[src/rtl/eth_irq_pkg.sv]
package eth_irq_pkg;
  localparam int NUM_SRC = 8;

  // Causes that stop DMA: memory error, transmit abort, receive overflow
  localparam logic [NUM_SRC-1:0] FATAL_SET = 8'b1001_1000;

  typedef struct packed {
    logic               statusWr;   // clear pass on the status bits
    logic               maskWr;     // load of the enable mask
    logic [NUM_SRC-1:0] wrBits;     // bits carried with either strobe
  } irqStrobes_t;
endpackage

[src/rtl/eth_irq_ctrl.sv]
module eth_irq_ctrl
  import eth_irq_pkg::*;
(
  input  logic               regSel,
  input  logic               wrEn,
  input  logic [NUM_SRC-1:0] wrData,
  input  logic [NUM_SRC-1:0] statusQ,
  input  logic [NUM_SRC-1:0] maskQ,
  output irqStrobes_t        strobes,
  output logic               irqOut,
  output logic               dmaHalt
);
  // Decode the register access into strobes for the datapath
  always_comb begin
    strobes.statusWr = wrEn && !regSel;
    strobes.maskWr   = wrEn && regSel;
    strobes.wrBits   = wrData;
  end

  // Interrupt and halt depend only on registered state
  always_comb begin
    irqOut  = |(statusQ & maskQ);
    dmaHalt = |(statusQ & FATAL_SET);
  end
endmodule

[src/rtl/eth_irq_datapath.sv]
module eth_irq_datapath
  import eth_irq_pkg::*;
#(
  parameter int DATA_W   = 32,
  parameter int RX_PTR_W = 4,
  parameter int TX_PTR_W = 9,
  parameter int RX_LSB   = 8,
  parameter int TX_LSB   = 16
) (
  input  logic                clk,
  input  logic                rstN,
  input  irqStrobes_t         strobes,
  input  logic                regSel,
  input  logic [NUM_SRC-1:0]  evtPulse,
  input  logic [RX_PTR_W-1:0] rxRdPtr,
  input  logic [TX_PTR_W-1:0] txRdPtr,
  output logic [NUM_SRC-1:0]  statusQ,
  output logic [NUM_SRC-1:0]  maskQ,
  output logic [DATA_W-1:0]   rdData
);
  // One flop per cause; a pulse wins over a clear in the same cycle
  for (genvar i = 0; i < NUM_SRC; i++) begin : g_src
    logic clrHit;
    assign clrHit = strobes.statusWr && strobes.wrBits[i];
    always_ff @(posedge clk) begin
      if (!rstN)            statusQ[i] <= 1'b0;
      else if (evtPulse[i]) statusQ[i] <= 1'b1;
      else if (clrHit)      statusQ[i] <= 1'b0;
    end
  end

  always_ff @(posedge clk) begin
    if (!rstN)               maskQ <= '0;
    else if (strobes.maskWr) maskQ <= strobes.wrBits;
  end

  // Read view: status word carries the live pointers
  always_comb begin
    rdData = '0;
    if (regSel) begin
      rdData[NUM_SRC-1:0] = maskQ;
    end else begin
      rdData[NUM_SRC-1:0]          = statusQ;
      rdData[RX_LSB +: RX_PTR_W]   = rxRdPtr;
      rdData[TX_LSB +: TX_PTR_W]   = txRdPtr;
    end
  end
endmodule

[src/rtl/eth_irq_status.sv]
module eth_irq_status
  import eth_irq_pkg::*;
#(
  parameter int DATA_W   = 32,
  parameter int RX_PTR_W = 4,
  parameter int TX_PTR_W = 9
) (
  input  logic                clk,
  input  logic                rstN,
  input  logic                regSel,
  input  logic                wrEn,
  input  logic [NUM_SRC-1:0]  wrData,
  output logic [DATA_W-1:0]   rdData,
  input  logic [NUM_SRC-1:0]  evtPulse,
  input  logic [RX_PTR_W-1:0] rxRdPtr,
  input  logic [TX_PTR_W-1:0] txRdPtr,
  output logic                irqOut,
  output logic                dmaHalt
);
  localparam int RX_LSB = 8;
  localparam int TX_LSB = 16;

  irqStrobes_t        strobes;
  logic [NUM_SRC-1:0] statusQ;
  logic [NUM_SRC-1:0] maskQ;

  eth_irq_ctrl u_ctrl (
    .regSel  (regSel),
    .wrEn    (wrEn),
    .wrData  (wrData),
    .statusQ (statusQ),
    .maskQ   (maskQ),
    .strobes (strobes),
    .irqOut  (irqOut),
    .dmaHalt (dmaHalt)
  );

  eth_irq_datapath #(
    .DATA_W   (DATA_W),
    .RX_PTR_W (RX_PTR_W),
    .TX_PTR_W (TX_PTR_W),
    .RX_LSB   (RX_LSB),
    .TX_LSB   (TX_LSB)
  ) u_dp (
    .clk      (clk),
    .rstN     (rstN),
    .strobes  (strobes),
    .regSel   (regSel),
    .evtPulse (evtPulse),
    .rxRdPtr  (rxRdPtr),
    .txRdPtr  (txRdPtr),
    .statusQ  (statusQ),
    .maskQ    (maskQ),
    .rdData   (rdData)
  );
endmodule

[config.mk]
export PLATFORM = sky130hd
export DESIGN_NAME = eth_irq_status
export DESIGN_NICKNAME = d
export VERILOG_FILES = /design/src/rtl/eth_irq_pkg.sv /design/src/rtl/eth_irq_ctrl.sv /design/src/rtl/eth_irq_datapath.sv /design/src/rtl/eth_irq_status.sv
export SDC_FILE = /design/constraint.sdc
export NUM_CORES = 1
export LEC_CHECK = 0
export ABC_AREA = 0
export BUFFER_PORTS_ARGS = -buffer_cell sky130_fd_sc_hd__clkbuf_2
export CAP_MARGIN = 20
export CORE_UTILIZATION = 41
export CTS_BUF_LIST = sky130_fd_sc_hd__clkbuf_4 sky130_fd_sc_hd__clkbuf_8 sky130_fd_sc_hd__clkbuf_16
export DETAILED_ROUTE_END_ITERATION = 8
export HOLD_SLACK_MARGIN = 0.15
export PLACE_DENSITY_LB_ADDON = 0.12
export SETUP_SLACK_MARGIN = 0.5
export SLEW_MARGIN = 20
export SYNTH_ARGS = -nofsm -noshare
export SYNTH_HDL_FRONTEND = slang
export SYNTH_HIERARCHICAL = 1
export SYNTH_SLANG_ARGS = --single-unit
[constraint.sdc]
create_clock -name clk -period 0.9 [get_ports clk]
set_clock_uncertainty 0.15 [all_clocks]
set_input_delay 0.045 -clock clk [delete_from_list [all_inputs] [get_ports clk]]
set_output_delay 0.045 -clock clk [all_outputs]
set_load 0.02 [all_outputs]
# Yosys cells after proc, flatten, opt, wreduce, memory -nomap -nowiden
# Index checks and enable logic that the tools add are counted.
dict set report word_totals {
  ff_bits 16
  latch_bits 0
  ram_bits 0
  mem_bits_ro 0
  in_bits 33
  out_inout_bits 34
  elab_cells 50
  memories 0
}
dict set report classes {
  add_sub_neg 0
  multipliers 0
  n_div 0
  n_lt_le_gt_ge 0
  eq_ne 0
  shift 0
  n_mux 19
  n_bitwise 1
  n_reduce_logical 21
}
# cell n
set op_table {}
lappend op_table {{two-way mux 1 bit} 16}
lappend op_table {{nonzero test 2 bit} 8}
lappend op_table {{logical AND 1 bit} 10}
lappend op_table {{two-way mux 9 bit} 1}
lappend op_table {{bitwise AND 8 bit} 1}
lappend op_table {{two-way mux 8 bit} 1}
lappend op_table {{OR reduction 8 bit} 1}
lappend op_table {{two-way mux 4 bit} 1}
lappend op_table {{OR reduction 3 bit} 1}
lappend op_table {{zero test 1 bit} 1}

# Depth between registers and ports, before layout
# Gate-level depths: netlist (run 1).
dict set report depth {
  ltp_word 5
  mapped_depth 4
}

# Modules after synthesis
# The synthesis (run 1) kept the hierarchy.
# module instances cells_per_inst area_per_inst_um2 seq_area_each_um2
set by_module_without_submodules {}
lappend by_module_without_submodules {eth_irq_datapath 1 94 902.1 320.3}
lappend by_module_without_submodules {eth_irq_ctrl 1 16 115.1 0.0}

# Worst setup path before layout (run 1)
# OpenSTA, ideal clock, no wires.
dict set report synth_path {
  path_kind {reg2out}
  from {register u_dp.statusQ[3]}
  to {output dmaHalt}
  t_arrival_ns 0.779
  required_time_ns 0.705
  path_slack_ns -0.074
  path_stages_with_launch 2
  cell_sequence {dfxtp_1 > or3_1}
}
dict set report synth_via {
  elab_chain_len 1
}
# element line_no
set synth_lines {}
lappend synth_lines {{from (decl)} eth_irq_datapath.sv:17} ;# output logic [NUM_SRC-1:0] statusQ,
lappend synth_lines {{from (signal, indexed assignment)} eth_irq_datapath.sv:26} ;# if (!rstN) statusQ[i] <= 1'b0;
lappend synth_lines {{from (signal, indexed assignment)} eth_irq_datapath.sv:27} ;# else if (evtPulse[i]) statusQ[i] <= 1'b1;
lappend synth_lines {{from (signal, indexed assignment)} eth_irq_datapath.sv:28} ;# else if (clrHit) statusQ[i] <= 1'b0;
lappend synth_lines {{OR reduction 3 bit} eth_irq_ctrl.sv:23} ;# dmaHalt = |(statusQ & FATAL_SET);
lappend synth_lines {{to (decl)} eth_irq_status.sv:18} ;# output logic dmaHalt
# Every way passes these cells.

# Worst setup path after layout (run 1)
dict set report layout_path {
  from {register u_dp.statusQ[4]}
  to {output dmaHalt}
}
# The elaborated chain is that of the path after synthesis.

==> results.sh, run 1 <==
export IMPL_outcome="finished, violations left"
export IMPL_violations="negative hold slack, negative setup slack"
export IMPL_cpMaxStageDelayCell="dfxtp_4"
export IMPL_boundaryPins=67
export IMPL_critical_path_cell_count=2
export IMPL_grt_usage_pct=19.5
export IMPL_wl_per_cell_um=13.5
export IMPL_synth_cell_type_count=19
export IMPL_finalCoreUtilization_pct=74.5
export IMPL_cp_required_ps=700
export IMPL_core_um2=2280
export IMPL_final_common_cell="clkbuf_2"
export IMPL_numCtsBuffers=3
export IMPL_worstPathCellList="or3_4, buf_6"
export IMPL_setup_tns_ps=-3550
export IMPL_chipWidth_um=51.8
export IMPL_synthMuxAreaShare_pct=19.3
export IMPL_finalCritPeriodShare_pct=149
export IMPL_worst_r2r_setup_slack_ps=-70
export IMPL_die_h_um=51.8
export IMPL_finalHoldViolations=16
export IMPL_antenna_found_initial=0
export IMPL_finalSetupViolCount=11
export IMPL_synthAdderAreaFrac_pct=0
export IMPL_clkLatencyLatePin_ps=280
export IMPL_num_rows=17
export IMPL_critPathMaxStageDelay_ps=370
export IMPL_setup_slack_ps=-441
export IMPL_hp_class="input port to flip-flop"
export IMPL_final_cell_mix="clkbuf_2 (31), buf_8 (22), dfxtp_2 (14)"
export IMPL_wl_um=2600
export IMPL_cellLeakagePower_uw=0.000839
export IMPL_arrival_ps=1150
export IMPL_drc_errors=0
export IMPL_drtAntennaViolNets=0
export IMPL_n_antenna_cell=0
export IMPL_overflow=0
export IMPL_seq_area_frac_synth_pct=31.5
export IMPL_critPathBufInv=1
export IMPL_grt_max_degree=17
export IMPL_path_clk_slew_ps=90
export IMPL_initialDrtViolationCount=12
export IMPL_cp_max_fo=4
export IMPL_synth_xor_area_share_pct=0
export IMPL_grt_setup_unrepaired="yes"
export IMPL_die_area_um2=2680
export IMPL_netlist_area_um2=1020
export IMPL_cts_sinks=16
export IMPL_fin_crit_ps=1340
export IMPL_critPathTopFamily="flip-flops"
export IMPL_synth_compound_area_share_pct=12.5
export IMPL_ys_warn_count=6
export IMPL_crit_type="flip-flop to primary output"
export IMPL_stdcell_count=193
export IMPL_synth_simple_area_share_pct=15.5
export IMPL_synth_seq_cells=16
export IMPL_startpoint_type="flip-flop"
export IMPL_routabilityCongestion=0.787
export IMPL_cts_tree="done"
export IMPL_slew_viol_final=0
export IMPL_start_util_pct=44.7
export IMPL_placed_area_um2=1360
export IMPL_firstDrtPassIters=4
export IMPL_dp_final_hpwl_um=1800
export IMPL_ir_worst_vdd_mv=0.886
export IMPL_portBuffers=55
export IMPL_cts_root_buf="clkbuf_4"
export IMPL_worstSetupEndpointType="primary output"
export IMPL_area_growth_synth_to_final_pct=66.8
export IMPL_dp_worst_setup_slack_ps=-140
export IMPL_via_per_inst=4.78
export IMPL_nets=199
export IMPL_whs_path_depth=2
export IMPL_p_per_area_nw_per_um2=1180
export IMPL_grt_pass1_vias=837
export IMPL_worst_r2r_cell_count=4
export IMPL_clock_path_buffers=2
export IMPL_synth_top_family_by_area="buffers and inverters"
export IMPL_drv_cap=0
export IMPL_fin_area_um2=1700
export IMPL_synthCells=110
export IMPL_grt_pass1_wl_um=3770
export IMPL_max_freq_mhz=746
export IMPL_timing_hold_ws_ps=-205
export IMPL_via_count=922
export IMPL_syn_area_per_cell_um2=9.25
export IMPL_cts_max_level=1
export IMPL_dp_cells=188
export IMPL_drive_gt1_share_pct=70.3
==> metal layers <==
metal / part of all wire (%) / wire (µm) / up-vias / global-route usage (%)
li1: - / - / 454 / -
met2: 56 / 1460 / 39 / 35.7
met5: 0 / 0 / - / 0
met4: 0.31 / 8 / 0 / 4.05
met3: 6.3 / 164 / 2 / 6.43
met1: 37 / 969 / 427 / 21.8
==> per-stage QoR <==
stage / power [µW] / hold WS [ps]
after floorplan: 1260 / 21.7
after global placement: 1360 / 93.3
after detailed placement: 1370 / 98.8
after CTS: 1950 / -217
after global routing: 2120 / -222
final: 2010 / -205
==> kinds of logic (layout without fill, tap and decap cells) <==
group	after synthesis	in the layout
simple gates	25	25
buf+inv	32	77
compound gates	20	20
other cells	1	11
flops	16	16
mux	16	16
==> sequential cells by signal, indices dropped and copies added, names as in the netlist <==
| signal | count |
|---|---|
| u_dp/maskQ | 8 |
| u_dp/statusQ | 8 |
==> worst register-to-register path: cells and delay by family (launching register included) <==
kind / cells / cell delay (ps)
buffers and inverters: 2 / 210
AOI/OAI and AO/OA: 2 / 130
DFF: 1 / 370
==> power by group <==
part           total, µW  internal (µW)  switching (µW)
clock                465            246             219
combinational        738            404             334
sequential           804            760            44.2
==> timing repair <==
action	CTS	global route
setup buffers	0	1
setup endpoints to repair	39	39
resized for setup	54	43
endpoints found under the hold margin	16	16
==> cells in the mapped netlist <==
| master | instances | area share (%) |
|---|---|---|
| o21ai_2 | 2 | 1.7 |
| a22oi_1 | 4 | 3.0 |
| and2_1 | 1 | 0.62 |
| or3_1 | 1 | 0.62 |
| dfxtp_1 | 16 | 31 |
| clkbuf_1 | 1 | 0.37 |
| conb_1 | 1 | 0.37 |
| buf_6 | 2 | 2.2 |
| buf_2 | 1 | 0.49 |
| mux2_4 | 7 | 10 |
| nor2b_1 | 21 | 13 |
| and2b_1 | 1 | 0.74 |
| mux2i_1 | 8 | 7.9 |
| inv_1 | 8 | 3.0 |
| nand4_1 | 1 | 0.62 |
| o21ai_0 | 6 | 3.0 |
| a31oi_1 | 8 | 4.9 |
| mux2_2 | 1 | 1.1 |
| buf_4 | 20 | 15 |
==> layout make-up <==
cell class	count	area (µm²)
clock buffer	4	36.3
inverter	8	30.0
tap	28	35.0
timing repair buffer	65	599
multi-input combinational	72	651
sequential	16	345
fill	163	579
==> final timing paths <==
kind	start	endpoint
max	u_dp/statusQ[4]	dmaHalt
min reg2reg	u_dp/statusQ[1]	u_dp/statusQ[1]
min	wrData[4]	u_dp/statusQ[4]
max reg2reg	u_dp/statusQ[3]	u_dp/statusQ[3]
No activity file was read; power rests on OpenSTA's default activity.
==> run 2: changes to the inputs <==
--- a/config.mk
+++ b/config.mk
@@ -8,7 +8,9 @@
 export ABC_AREA = 0
 export BUFFER_PORTS_ARGS = -buffer_cell sky130_fd_sc_hd__clkbuf_2
 export CAP_MARGIN = 20
-export CORE_UTILIZATION = 41
+export CELL_PAD_IN_SITES_DETAIL_PLACEMENT = 1
+export CELL_PAD_IN_SITES_GLOBAL_PLACEMENT = 1
+export CORE_UTILIZATION = 29
 export CTS_BUF_LIST = sky130_fd_sc_hd__clkbuf_4 sky130_fd_sc_hd__clkbuf_8 sky130_fd_sc_hd__clkbuf_16
 export DETAILED_ROUTE_END_ITERATION = 8
 export HOLD_SLACK_MARGIN = 0.15
==> run 2 against run 1 <==
Net effect:
- the run still ends with negative hold slack, negative setup slack left
- hold slack gained 12 ps
- first-iteration DRC count fell by 8.3%
- non-clock buffer count is the same
- via count decreased by 0.54%
- maximum frequency up 0.14%
- largest cell class unchanged
==> results.sh, run 2 (same netlist as run 1, synthesis figures left out) <==
export IMPL_via_per_inst=4.37
export IMPL_cts_tree="done"
export IMPL_nets=199
export IMPL_final_common_cell="clkbuf_2"
export IMPL_slew_viol_final=0
export IMPL_die_area_um2=3750
export IMPL_startpoint_type="flip-flop"
export IMPL_finalHoldViolations=16
export IMPL_cp_max_fo=4
export IMPL_outcome="finished, violations left"
export IMPL_violations="negative hold slack, negative setup slack"
export IMPL_num_rows=21
export IMPL_initialDrtViolationCount=11
export IMPL_drv_cap=0
export IMPL_overflow=0
export IMPL_cp_required_ps=700
export IMPL_clock_path_buffers=2
export IMPL_p_per_area_nw_per_um2=1110
export IMPL_n_antenna_cell=0
export IMPL_chipWidth_um=61.2
export IMPL_cts_sinks=16
export IMPL_worstSetupEndpointType="primary output"
export IMPL_numCtsBuffers=3
export IMPL_timing_hold_ws_ps=-194
export IMPL_core_um2=3340
export IMPL_final_cell_mix="clkbuf_2 (31), buf_8 (20), dfxtp_2 (15)"
export IMPL_reg_largest_list="u_dp/maskQ x8, u_dp/statusQ x8"
export IMPL_startpoint="u_dp/statusQ[7]"
export IMPL_arrival_ps=1140
export IMPL_boundaryPins=67
export IMPL_crit_type="flip-flop to primary output"
export IMPL_antenna_found_initial=0
export IMPL_grt_pass1_vias=912
export IMPL_min_from="wrData[3]"
export IMPL_finalCoreUtilization_pct=52.2
export IMPL_grt_pass1_wl_um=4080
export IMPL_routabilityCongestion=0.741
export IMPL_r2r_start="u_dp/statusQ[2]"
export IMPL_max_freq_mhz=747
export IMPL_start_util_pct=30.5
export IMPL_cts_root_buf="clkbuf_4"
export IMPL_fin_crit_ps=1340
export IMPL_drc_errors=0
export IMPL_via_count=917
export IMPL_setup_tns_ps=-3670
export IMPL_firstDrtPassIters=3
export IMPL_finalCritPeriodShare_pct=149
export IMPL_wl_per_cell_um=13.4
export IMPL_cts_max_level=1
export IMPL_area_growth_synth_to_final_pct=71.3
export IMPL_ir_worst_vdd_mv=0.565
export IMPL_finalSetupViolCount=12
export IMPL_wl_um=2820
export IMPL_die_h_um=61.2
export IMPL_setup_slack_ps=-439
export IMPL_grt_max_degree=17
export IMPL_drive_gt1_share_pct=69.5
export IMPL_path_clk_slew_ps=90
export IMPL_grt_usage_pct=15.2
export IMPL_dp_final_hpwl_um=2150
export IMPL_portBuffers=55
export IMPL_cellLeakagePower_uw=0.000847
export IMPL_clkLatencyLatePin_ps=270
export IMPL_grt_setup_unrepaired="yes"
export IMPL_hp_class="input port to flip-flop"
export IMPL_drtAntennaViolNets=0
==> run 2: area by class of cell <==
class | instances | area, µm²
clock buffer | 3 | 22.5
fill | 379 | 1590
inverter | 8 | 30.0
multi-input combinational | 72 | 647
sequential | 16 | 343
tap | 46 | 57.6
timing repair buffer | 65 | 643
==> run 2: worst max-delay path, stage by stage (launching register included) <==
cell and delay (ps):
dfxtp_2 350, or3_4 380, buf_6 140
==> run 2: report_power, final <==
part	switching (µW)	total, µW	leakage [µW]	internal [µW]
sequential	44.5	806	0.000138	761
combinational	338	766	0.000695	428
clock	215	370	0.0000138	155
total	597	1940	0.000847	1340
==> run 2: path summary, 6_finish.rpt <==
path	cells past startpoint	to	slack, ps
min	2	u_dp/statusQ[3]	-190
max reg2reg	5	u_dp/statusQ[2]	-150
max	2	dmaHalt	-440
min reg2reg	2	u_dp/statusQ[1]	360
==> run 2: layer usage <==
layer	global-route usage, %	routed length (µm)	vias to the layer above
li1	-	-	447
met1	17.0	1110	440
met2	29.3	1570	30
met3	3.15	134	0
met4	2.92	0	0
met5	0	0	-
==> run 2: through the flow <==
stage	worst slack (ps)	instance area, µm²	cells	hold WS (ps)	power [µW]
after global placement	-134	1390	204	92.3	1380
after floorplan	-13.5	1190	120	21.7	1260
final	-439	1740	210	-194	1940
after global routing	-475	1740	210	-213	2050
after detailed placement	-137	1390	204	106	1390
after CTS	-463	1660	208	-204	1890
==> run 2: repair_timing <==
| item | in CTS | in global routing |
|---|---|---|
| setup endpoints to repair | 39 | 39 |
| buffers inserted | 1 | 2 |
| resized for setup | 62 | 35 |
| endpoints found under the hold margin | 16 | 16 |
==> run 3: changes to the inputs <==
--- a/config.mk
+++ b/config.mk
@@ -10,7 +10,7 @@
 export CAP_MARGIN = 20
 export CELL_PAD_IN_SITES_DETAIL_PLACEMENT = 1
 export CELL_PAD_IN_SITES_GLOBAL_PLACEMENT = 1
-export CORE_UTILIZATION = 29
+export CORE_UTILIZATION = 26
 export CTS_BUF_LIST = sky130_fd_sc_hd__clkbuf_4 sky130_fd_sc_hd__clkbuf_8 sky130_fd_sc_hd__clkbuf_16
 export DETAILED_ROUTE_END_ITERATION = 8
 export HOLD_SLACK_MARGIN = 0.15
==> constraint.sdc (replaced) <==
create_clock -name clk -period 1.2 [get_ports clk]
set_clock_uncertainty 0.15 [all_clocks]
set_input_delay 0.06 -clock clk [delete_from_list [all_inputs] [get_ports clk]]
set_output_delay 0.06 -clock clk [all_outputs]
set_load 0.02 [all_outputs]
==> run 3 against run 2 <==
Net effect:
- the flow still finishes with violations (negative hold slack, negative setup slack)
- critical path type unchanged
- via count rose by 2.1%
- highest routed layer is now met4
- routed wire length is 10% higher
- first-iteration DRC count increased by 18%
- largest power group unchanged
==> results.sh, run 3 (same netlist as run 1, synthesis figures left out) <==
export IMPL_outcome="finished, violations left"
export IMPL_violations="negative hold slack, negative setup slack"
export IMPL_num_rows=22
export IMPL_setup_tns_ps=-287
export IMPL_drive_gt1_share_pct=68.6
export IMPL_finalHoldViolations=16
export IMPL_final_common_cell="clkbuf_2"
export IMPL_finalSetupViolCount=7
export IMPL_core_um2=3720
export IMPL_min_to="u_dp/statusQ[4]"
export IMPL_cellLeakagePower_uw=0.000882
export IMPL_finalCoreUtilization_pct=48.8
export IMPL_fin_crit_ps=1330
export IMPL_portBuffers=55
export IMPL_cts_root_buf="clkbuf_8"
export IMPL_wl_per_cell_um=14.3
export IMPL_boundaryPins=67
export IMPL_grt_setup_unrepaired="yes"
export IMPL_overflow=0
export IMPL_ir_worst_vdd_mv=0.481
export IMPL_hp_class="input port to flip-flop"
export IMPL_cts_max_level=1
export IMPL_worstSetupEndpointType="primary output"
export IMPL_drv_cap=0
export IMPL_stdcell_count=217
export IMPL_slew_viol_final=0
export IMPL_routabilityCongestion=0.694
export IMPL_firstDrtPassIters=2
export IMPL_setup_slack_ps=-131
export IMPL_path_clk_slew_ps=70
export IMPL_numCtsBuffers=3
export IMPL_n_antenna_cell=0
export IMPL_drtAntennaViolNets=0
export IMPL_drc_errors=0
export IMPL_finalCritPeriodShare_pct=111
export IMPL_p_per_area_nw_per_um2=925
export IMPL_crit_type="flip-flop to primary output"
export IMPL_startpoint_type="flip-flop"
export IMPL_worst_r2r_setup_slack_ps=210
export IMPL_worst_r2r_cell_count=4
export IMPL_cts_sinks=16
export IMPL_cp_max_fo=4
export IMPL_cp_required_ps=990
export IMPL_grt_pass1_vias=1025
export IMPL_whs_path_depth=2
export IMPL_area_growth_synth_to_final_pct=78.1
export IMPL_initialDrtViolationCount=13
export IMPL_arrival_ps=1120
export IMPL_clock_path_buffers=2
export IMPL_r2r_start="u_dp/statusQ[2]"
export IMPL_chipWidth_um=64.6
export IMPL_regToRegEndpoint="u_dp/statusQ[2]"
export IMPL_max_freq_mhz=752
export IMPL_via_count=936
export IMPL_die_h_um=64.6
export IMPL_dp_final_hpwl_um=2110
export IMPL_dp_cells=204
export IMPL_cts_tree="done"
export IMPL_wl_um=3110
export IMPL_reg_largest_list="u_dp/maskQ x8, u_dp/statusQ x8"
export IMPL_nets=203
export IMPL_grt_max_degree=17
export IMPL_fillCellCount=418
export IMPL_timing_hold_ws_ps=-152
export IMPL_antenna_found_initial=0
export IMPL_grt_usage_pct=15.7
export IMPL_die_area_um2=4170
export IMPL_clkLatencyLatePin_ps=250
export IMPL_min_from="wrData[4]"
export IMPL_start_util_pct=27.4
export IMPL_final_cell_mix="clkbuf_2 (31), buf_8 (19), nor2b_4 (12)"
export IMPL_via_per_inst=4.31
export IMPL_grt_pass1_wl_um=4910
[run 3: cell count changes in the layout (fill, tap and decap cells not counted), moves of 2 or more]
cell and change:
buf_12 -2, buf_4 +5, clkbuf_4 -3, clkbuf_8 +5
dfxtp_1 +3, dfxtp_2 -5, dfxtp_4 +2
[run 3: through the flow]
stage / power, µW / setup WS (ps) / area, µm²
floorplan: 909 / 272 / 1110
global placement: 994 / 143 / 1290
detailed placement: 1000 / 125 / 1290
CTS: 1630 / -138 / 1720
global route: 1770 / -193 / 1810
finish: 1680 / -131 / 1810
[run 3: timing repair]
item                                    4_1_cts  5_1_grt
pin swaps                                     2        3
buffers inserted                              6        2
endpoints found under the setup margin       39       39
endpoints found under the hold margin        16       16
gates cloned                                  1        0
gates resized for setup                      68       40
[run 3: final cells by class]
type / instances / area (µm²) / area share (%)
inverters: 8 / 30.0 / 1.66
repair buffers: 69 / 673 / 37.2
multi-input cells: 72 / 649 / 35.8
flip-flops and latches: 16 / 344 / 19.0
clock buffers: 4 / 55.1 / 3.04
well taps: 48 / 60.1 / 3.31
[run 3: layer usage]
layer / wire, µm / up-vias / GRT usage, %
li1: - / 458 / -
met1: 1240 / 439 / 16.5
met2: 1700 / 37 / 30.5
met3: 146 / 2 / 3.52
met4: 18 / 0 / 5.00
met5: 0 / - / 0
[run 3: power by group]
part	switching (µW)	internal [µW]
clock	191	291
combinational	262	330
sequential	34.1	568
[run 3: worst max path at each step]
stage,from,end
floorplan,u_dp/statusQ[7],dmaHalt
global placement,u_dp/statusQ[7],dmaHalt
detailed placement,u_dp/statusQ[1],irqOut
CTS,u_dp/statusQ[7],dmaHalt
global route,u_dp/statusQ[2],irqOut
finish,u_dp/statusQ[7],dmaHalt
[run 3: worst max-delay path, stage by stage, from the launching register on]
cell,delay (ps)
dfxtp_4,360
or3_4,380
buf_6,140
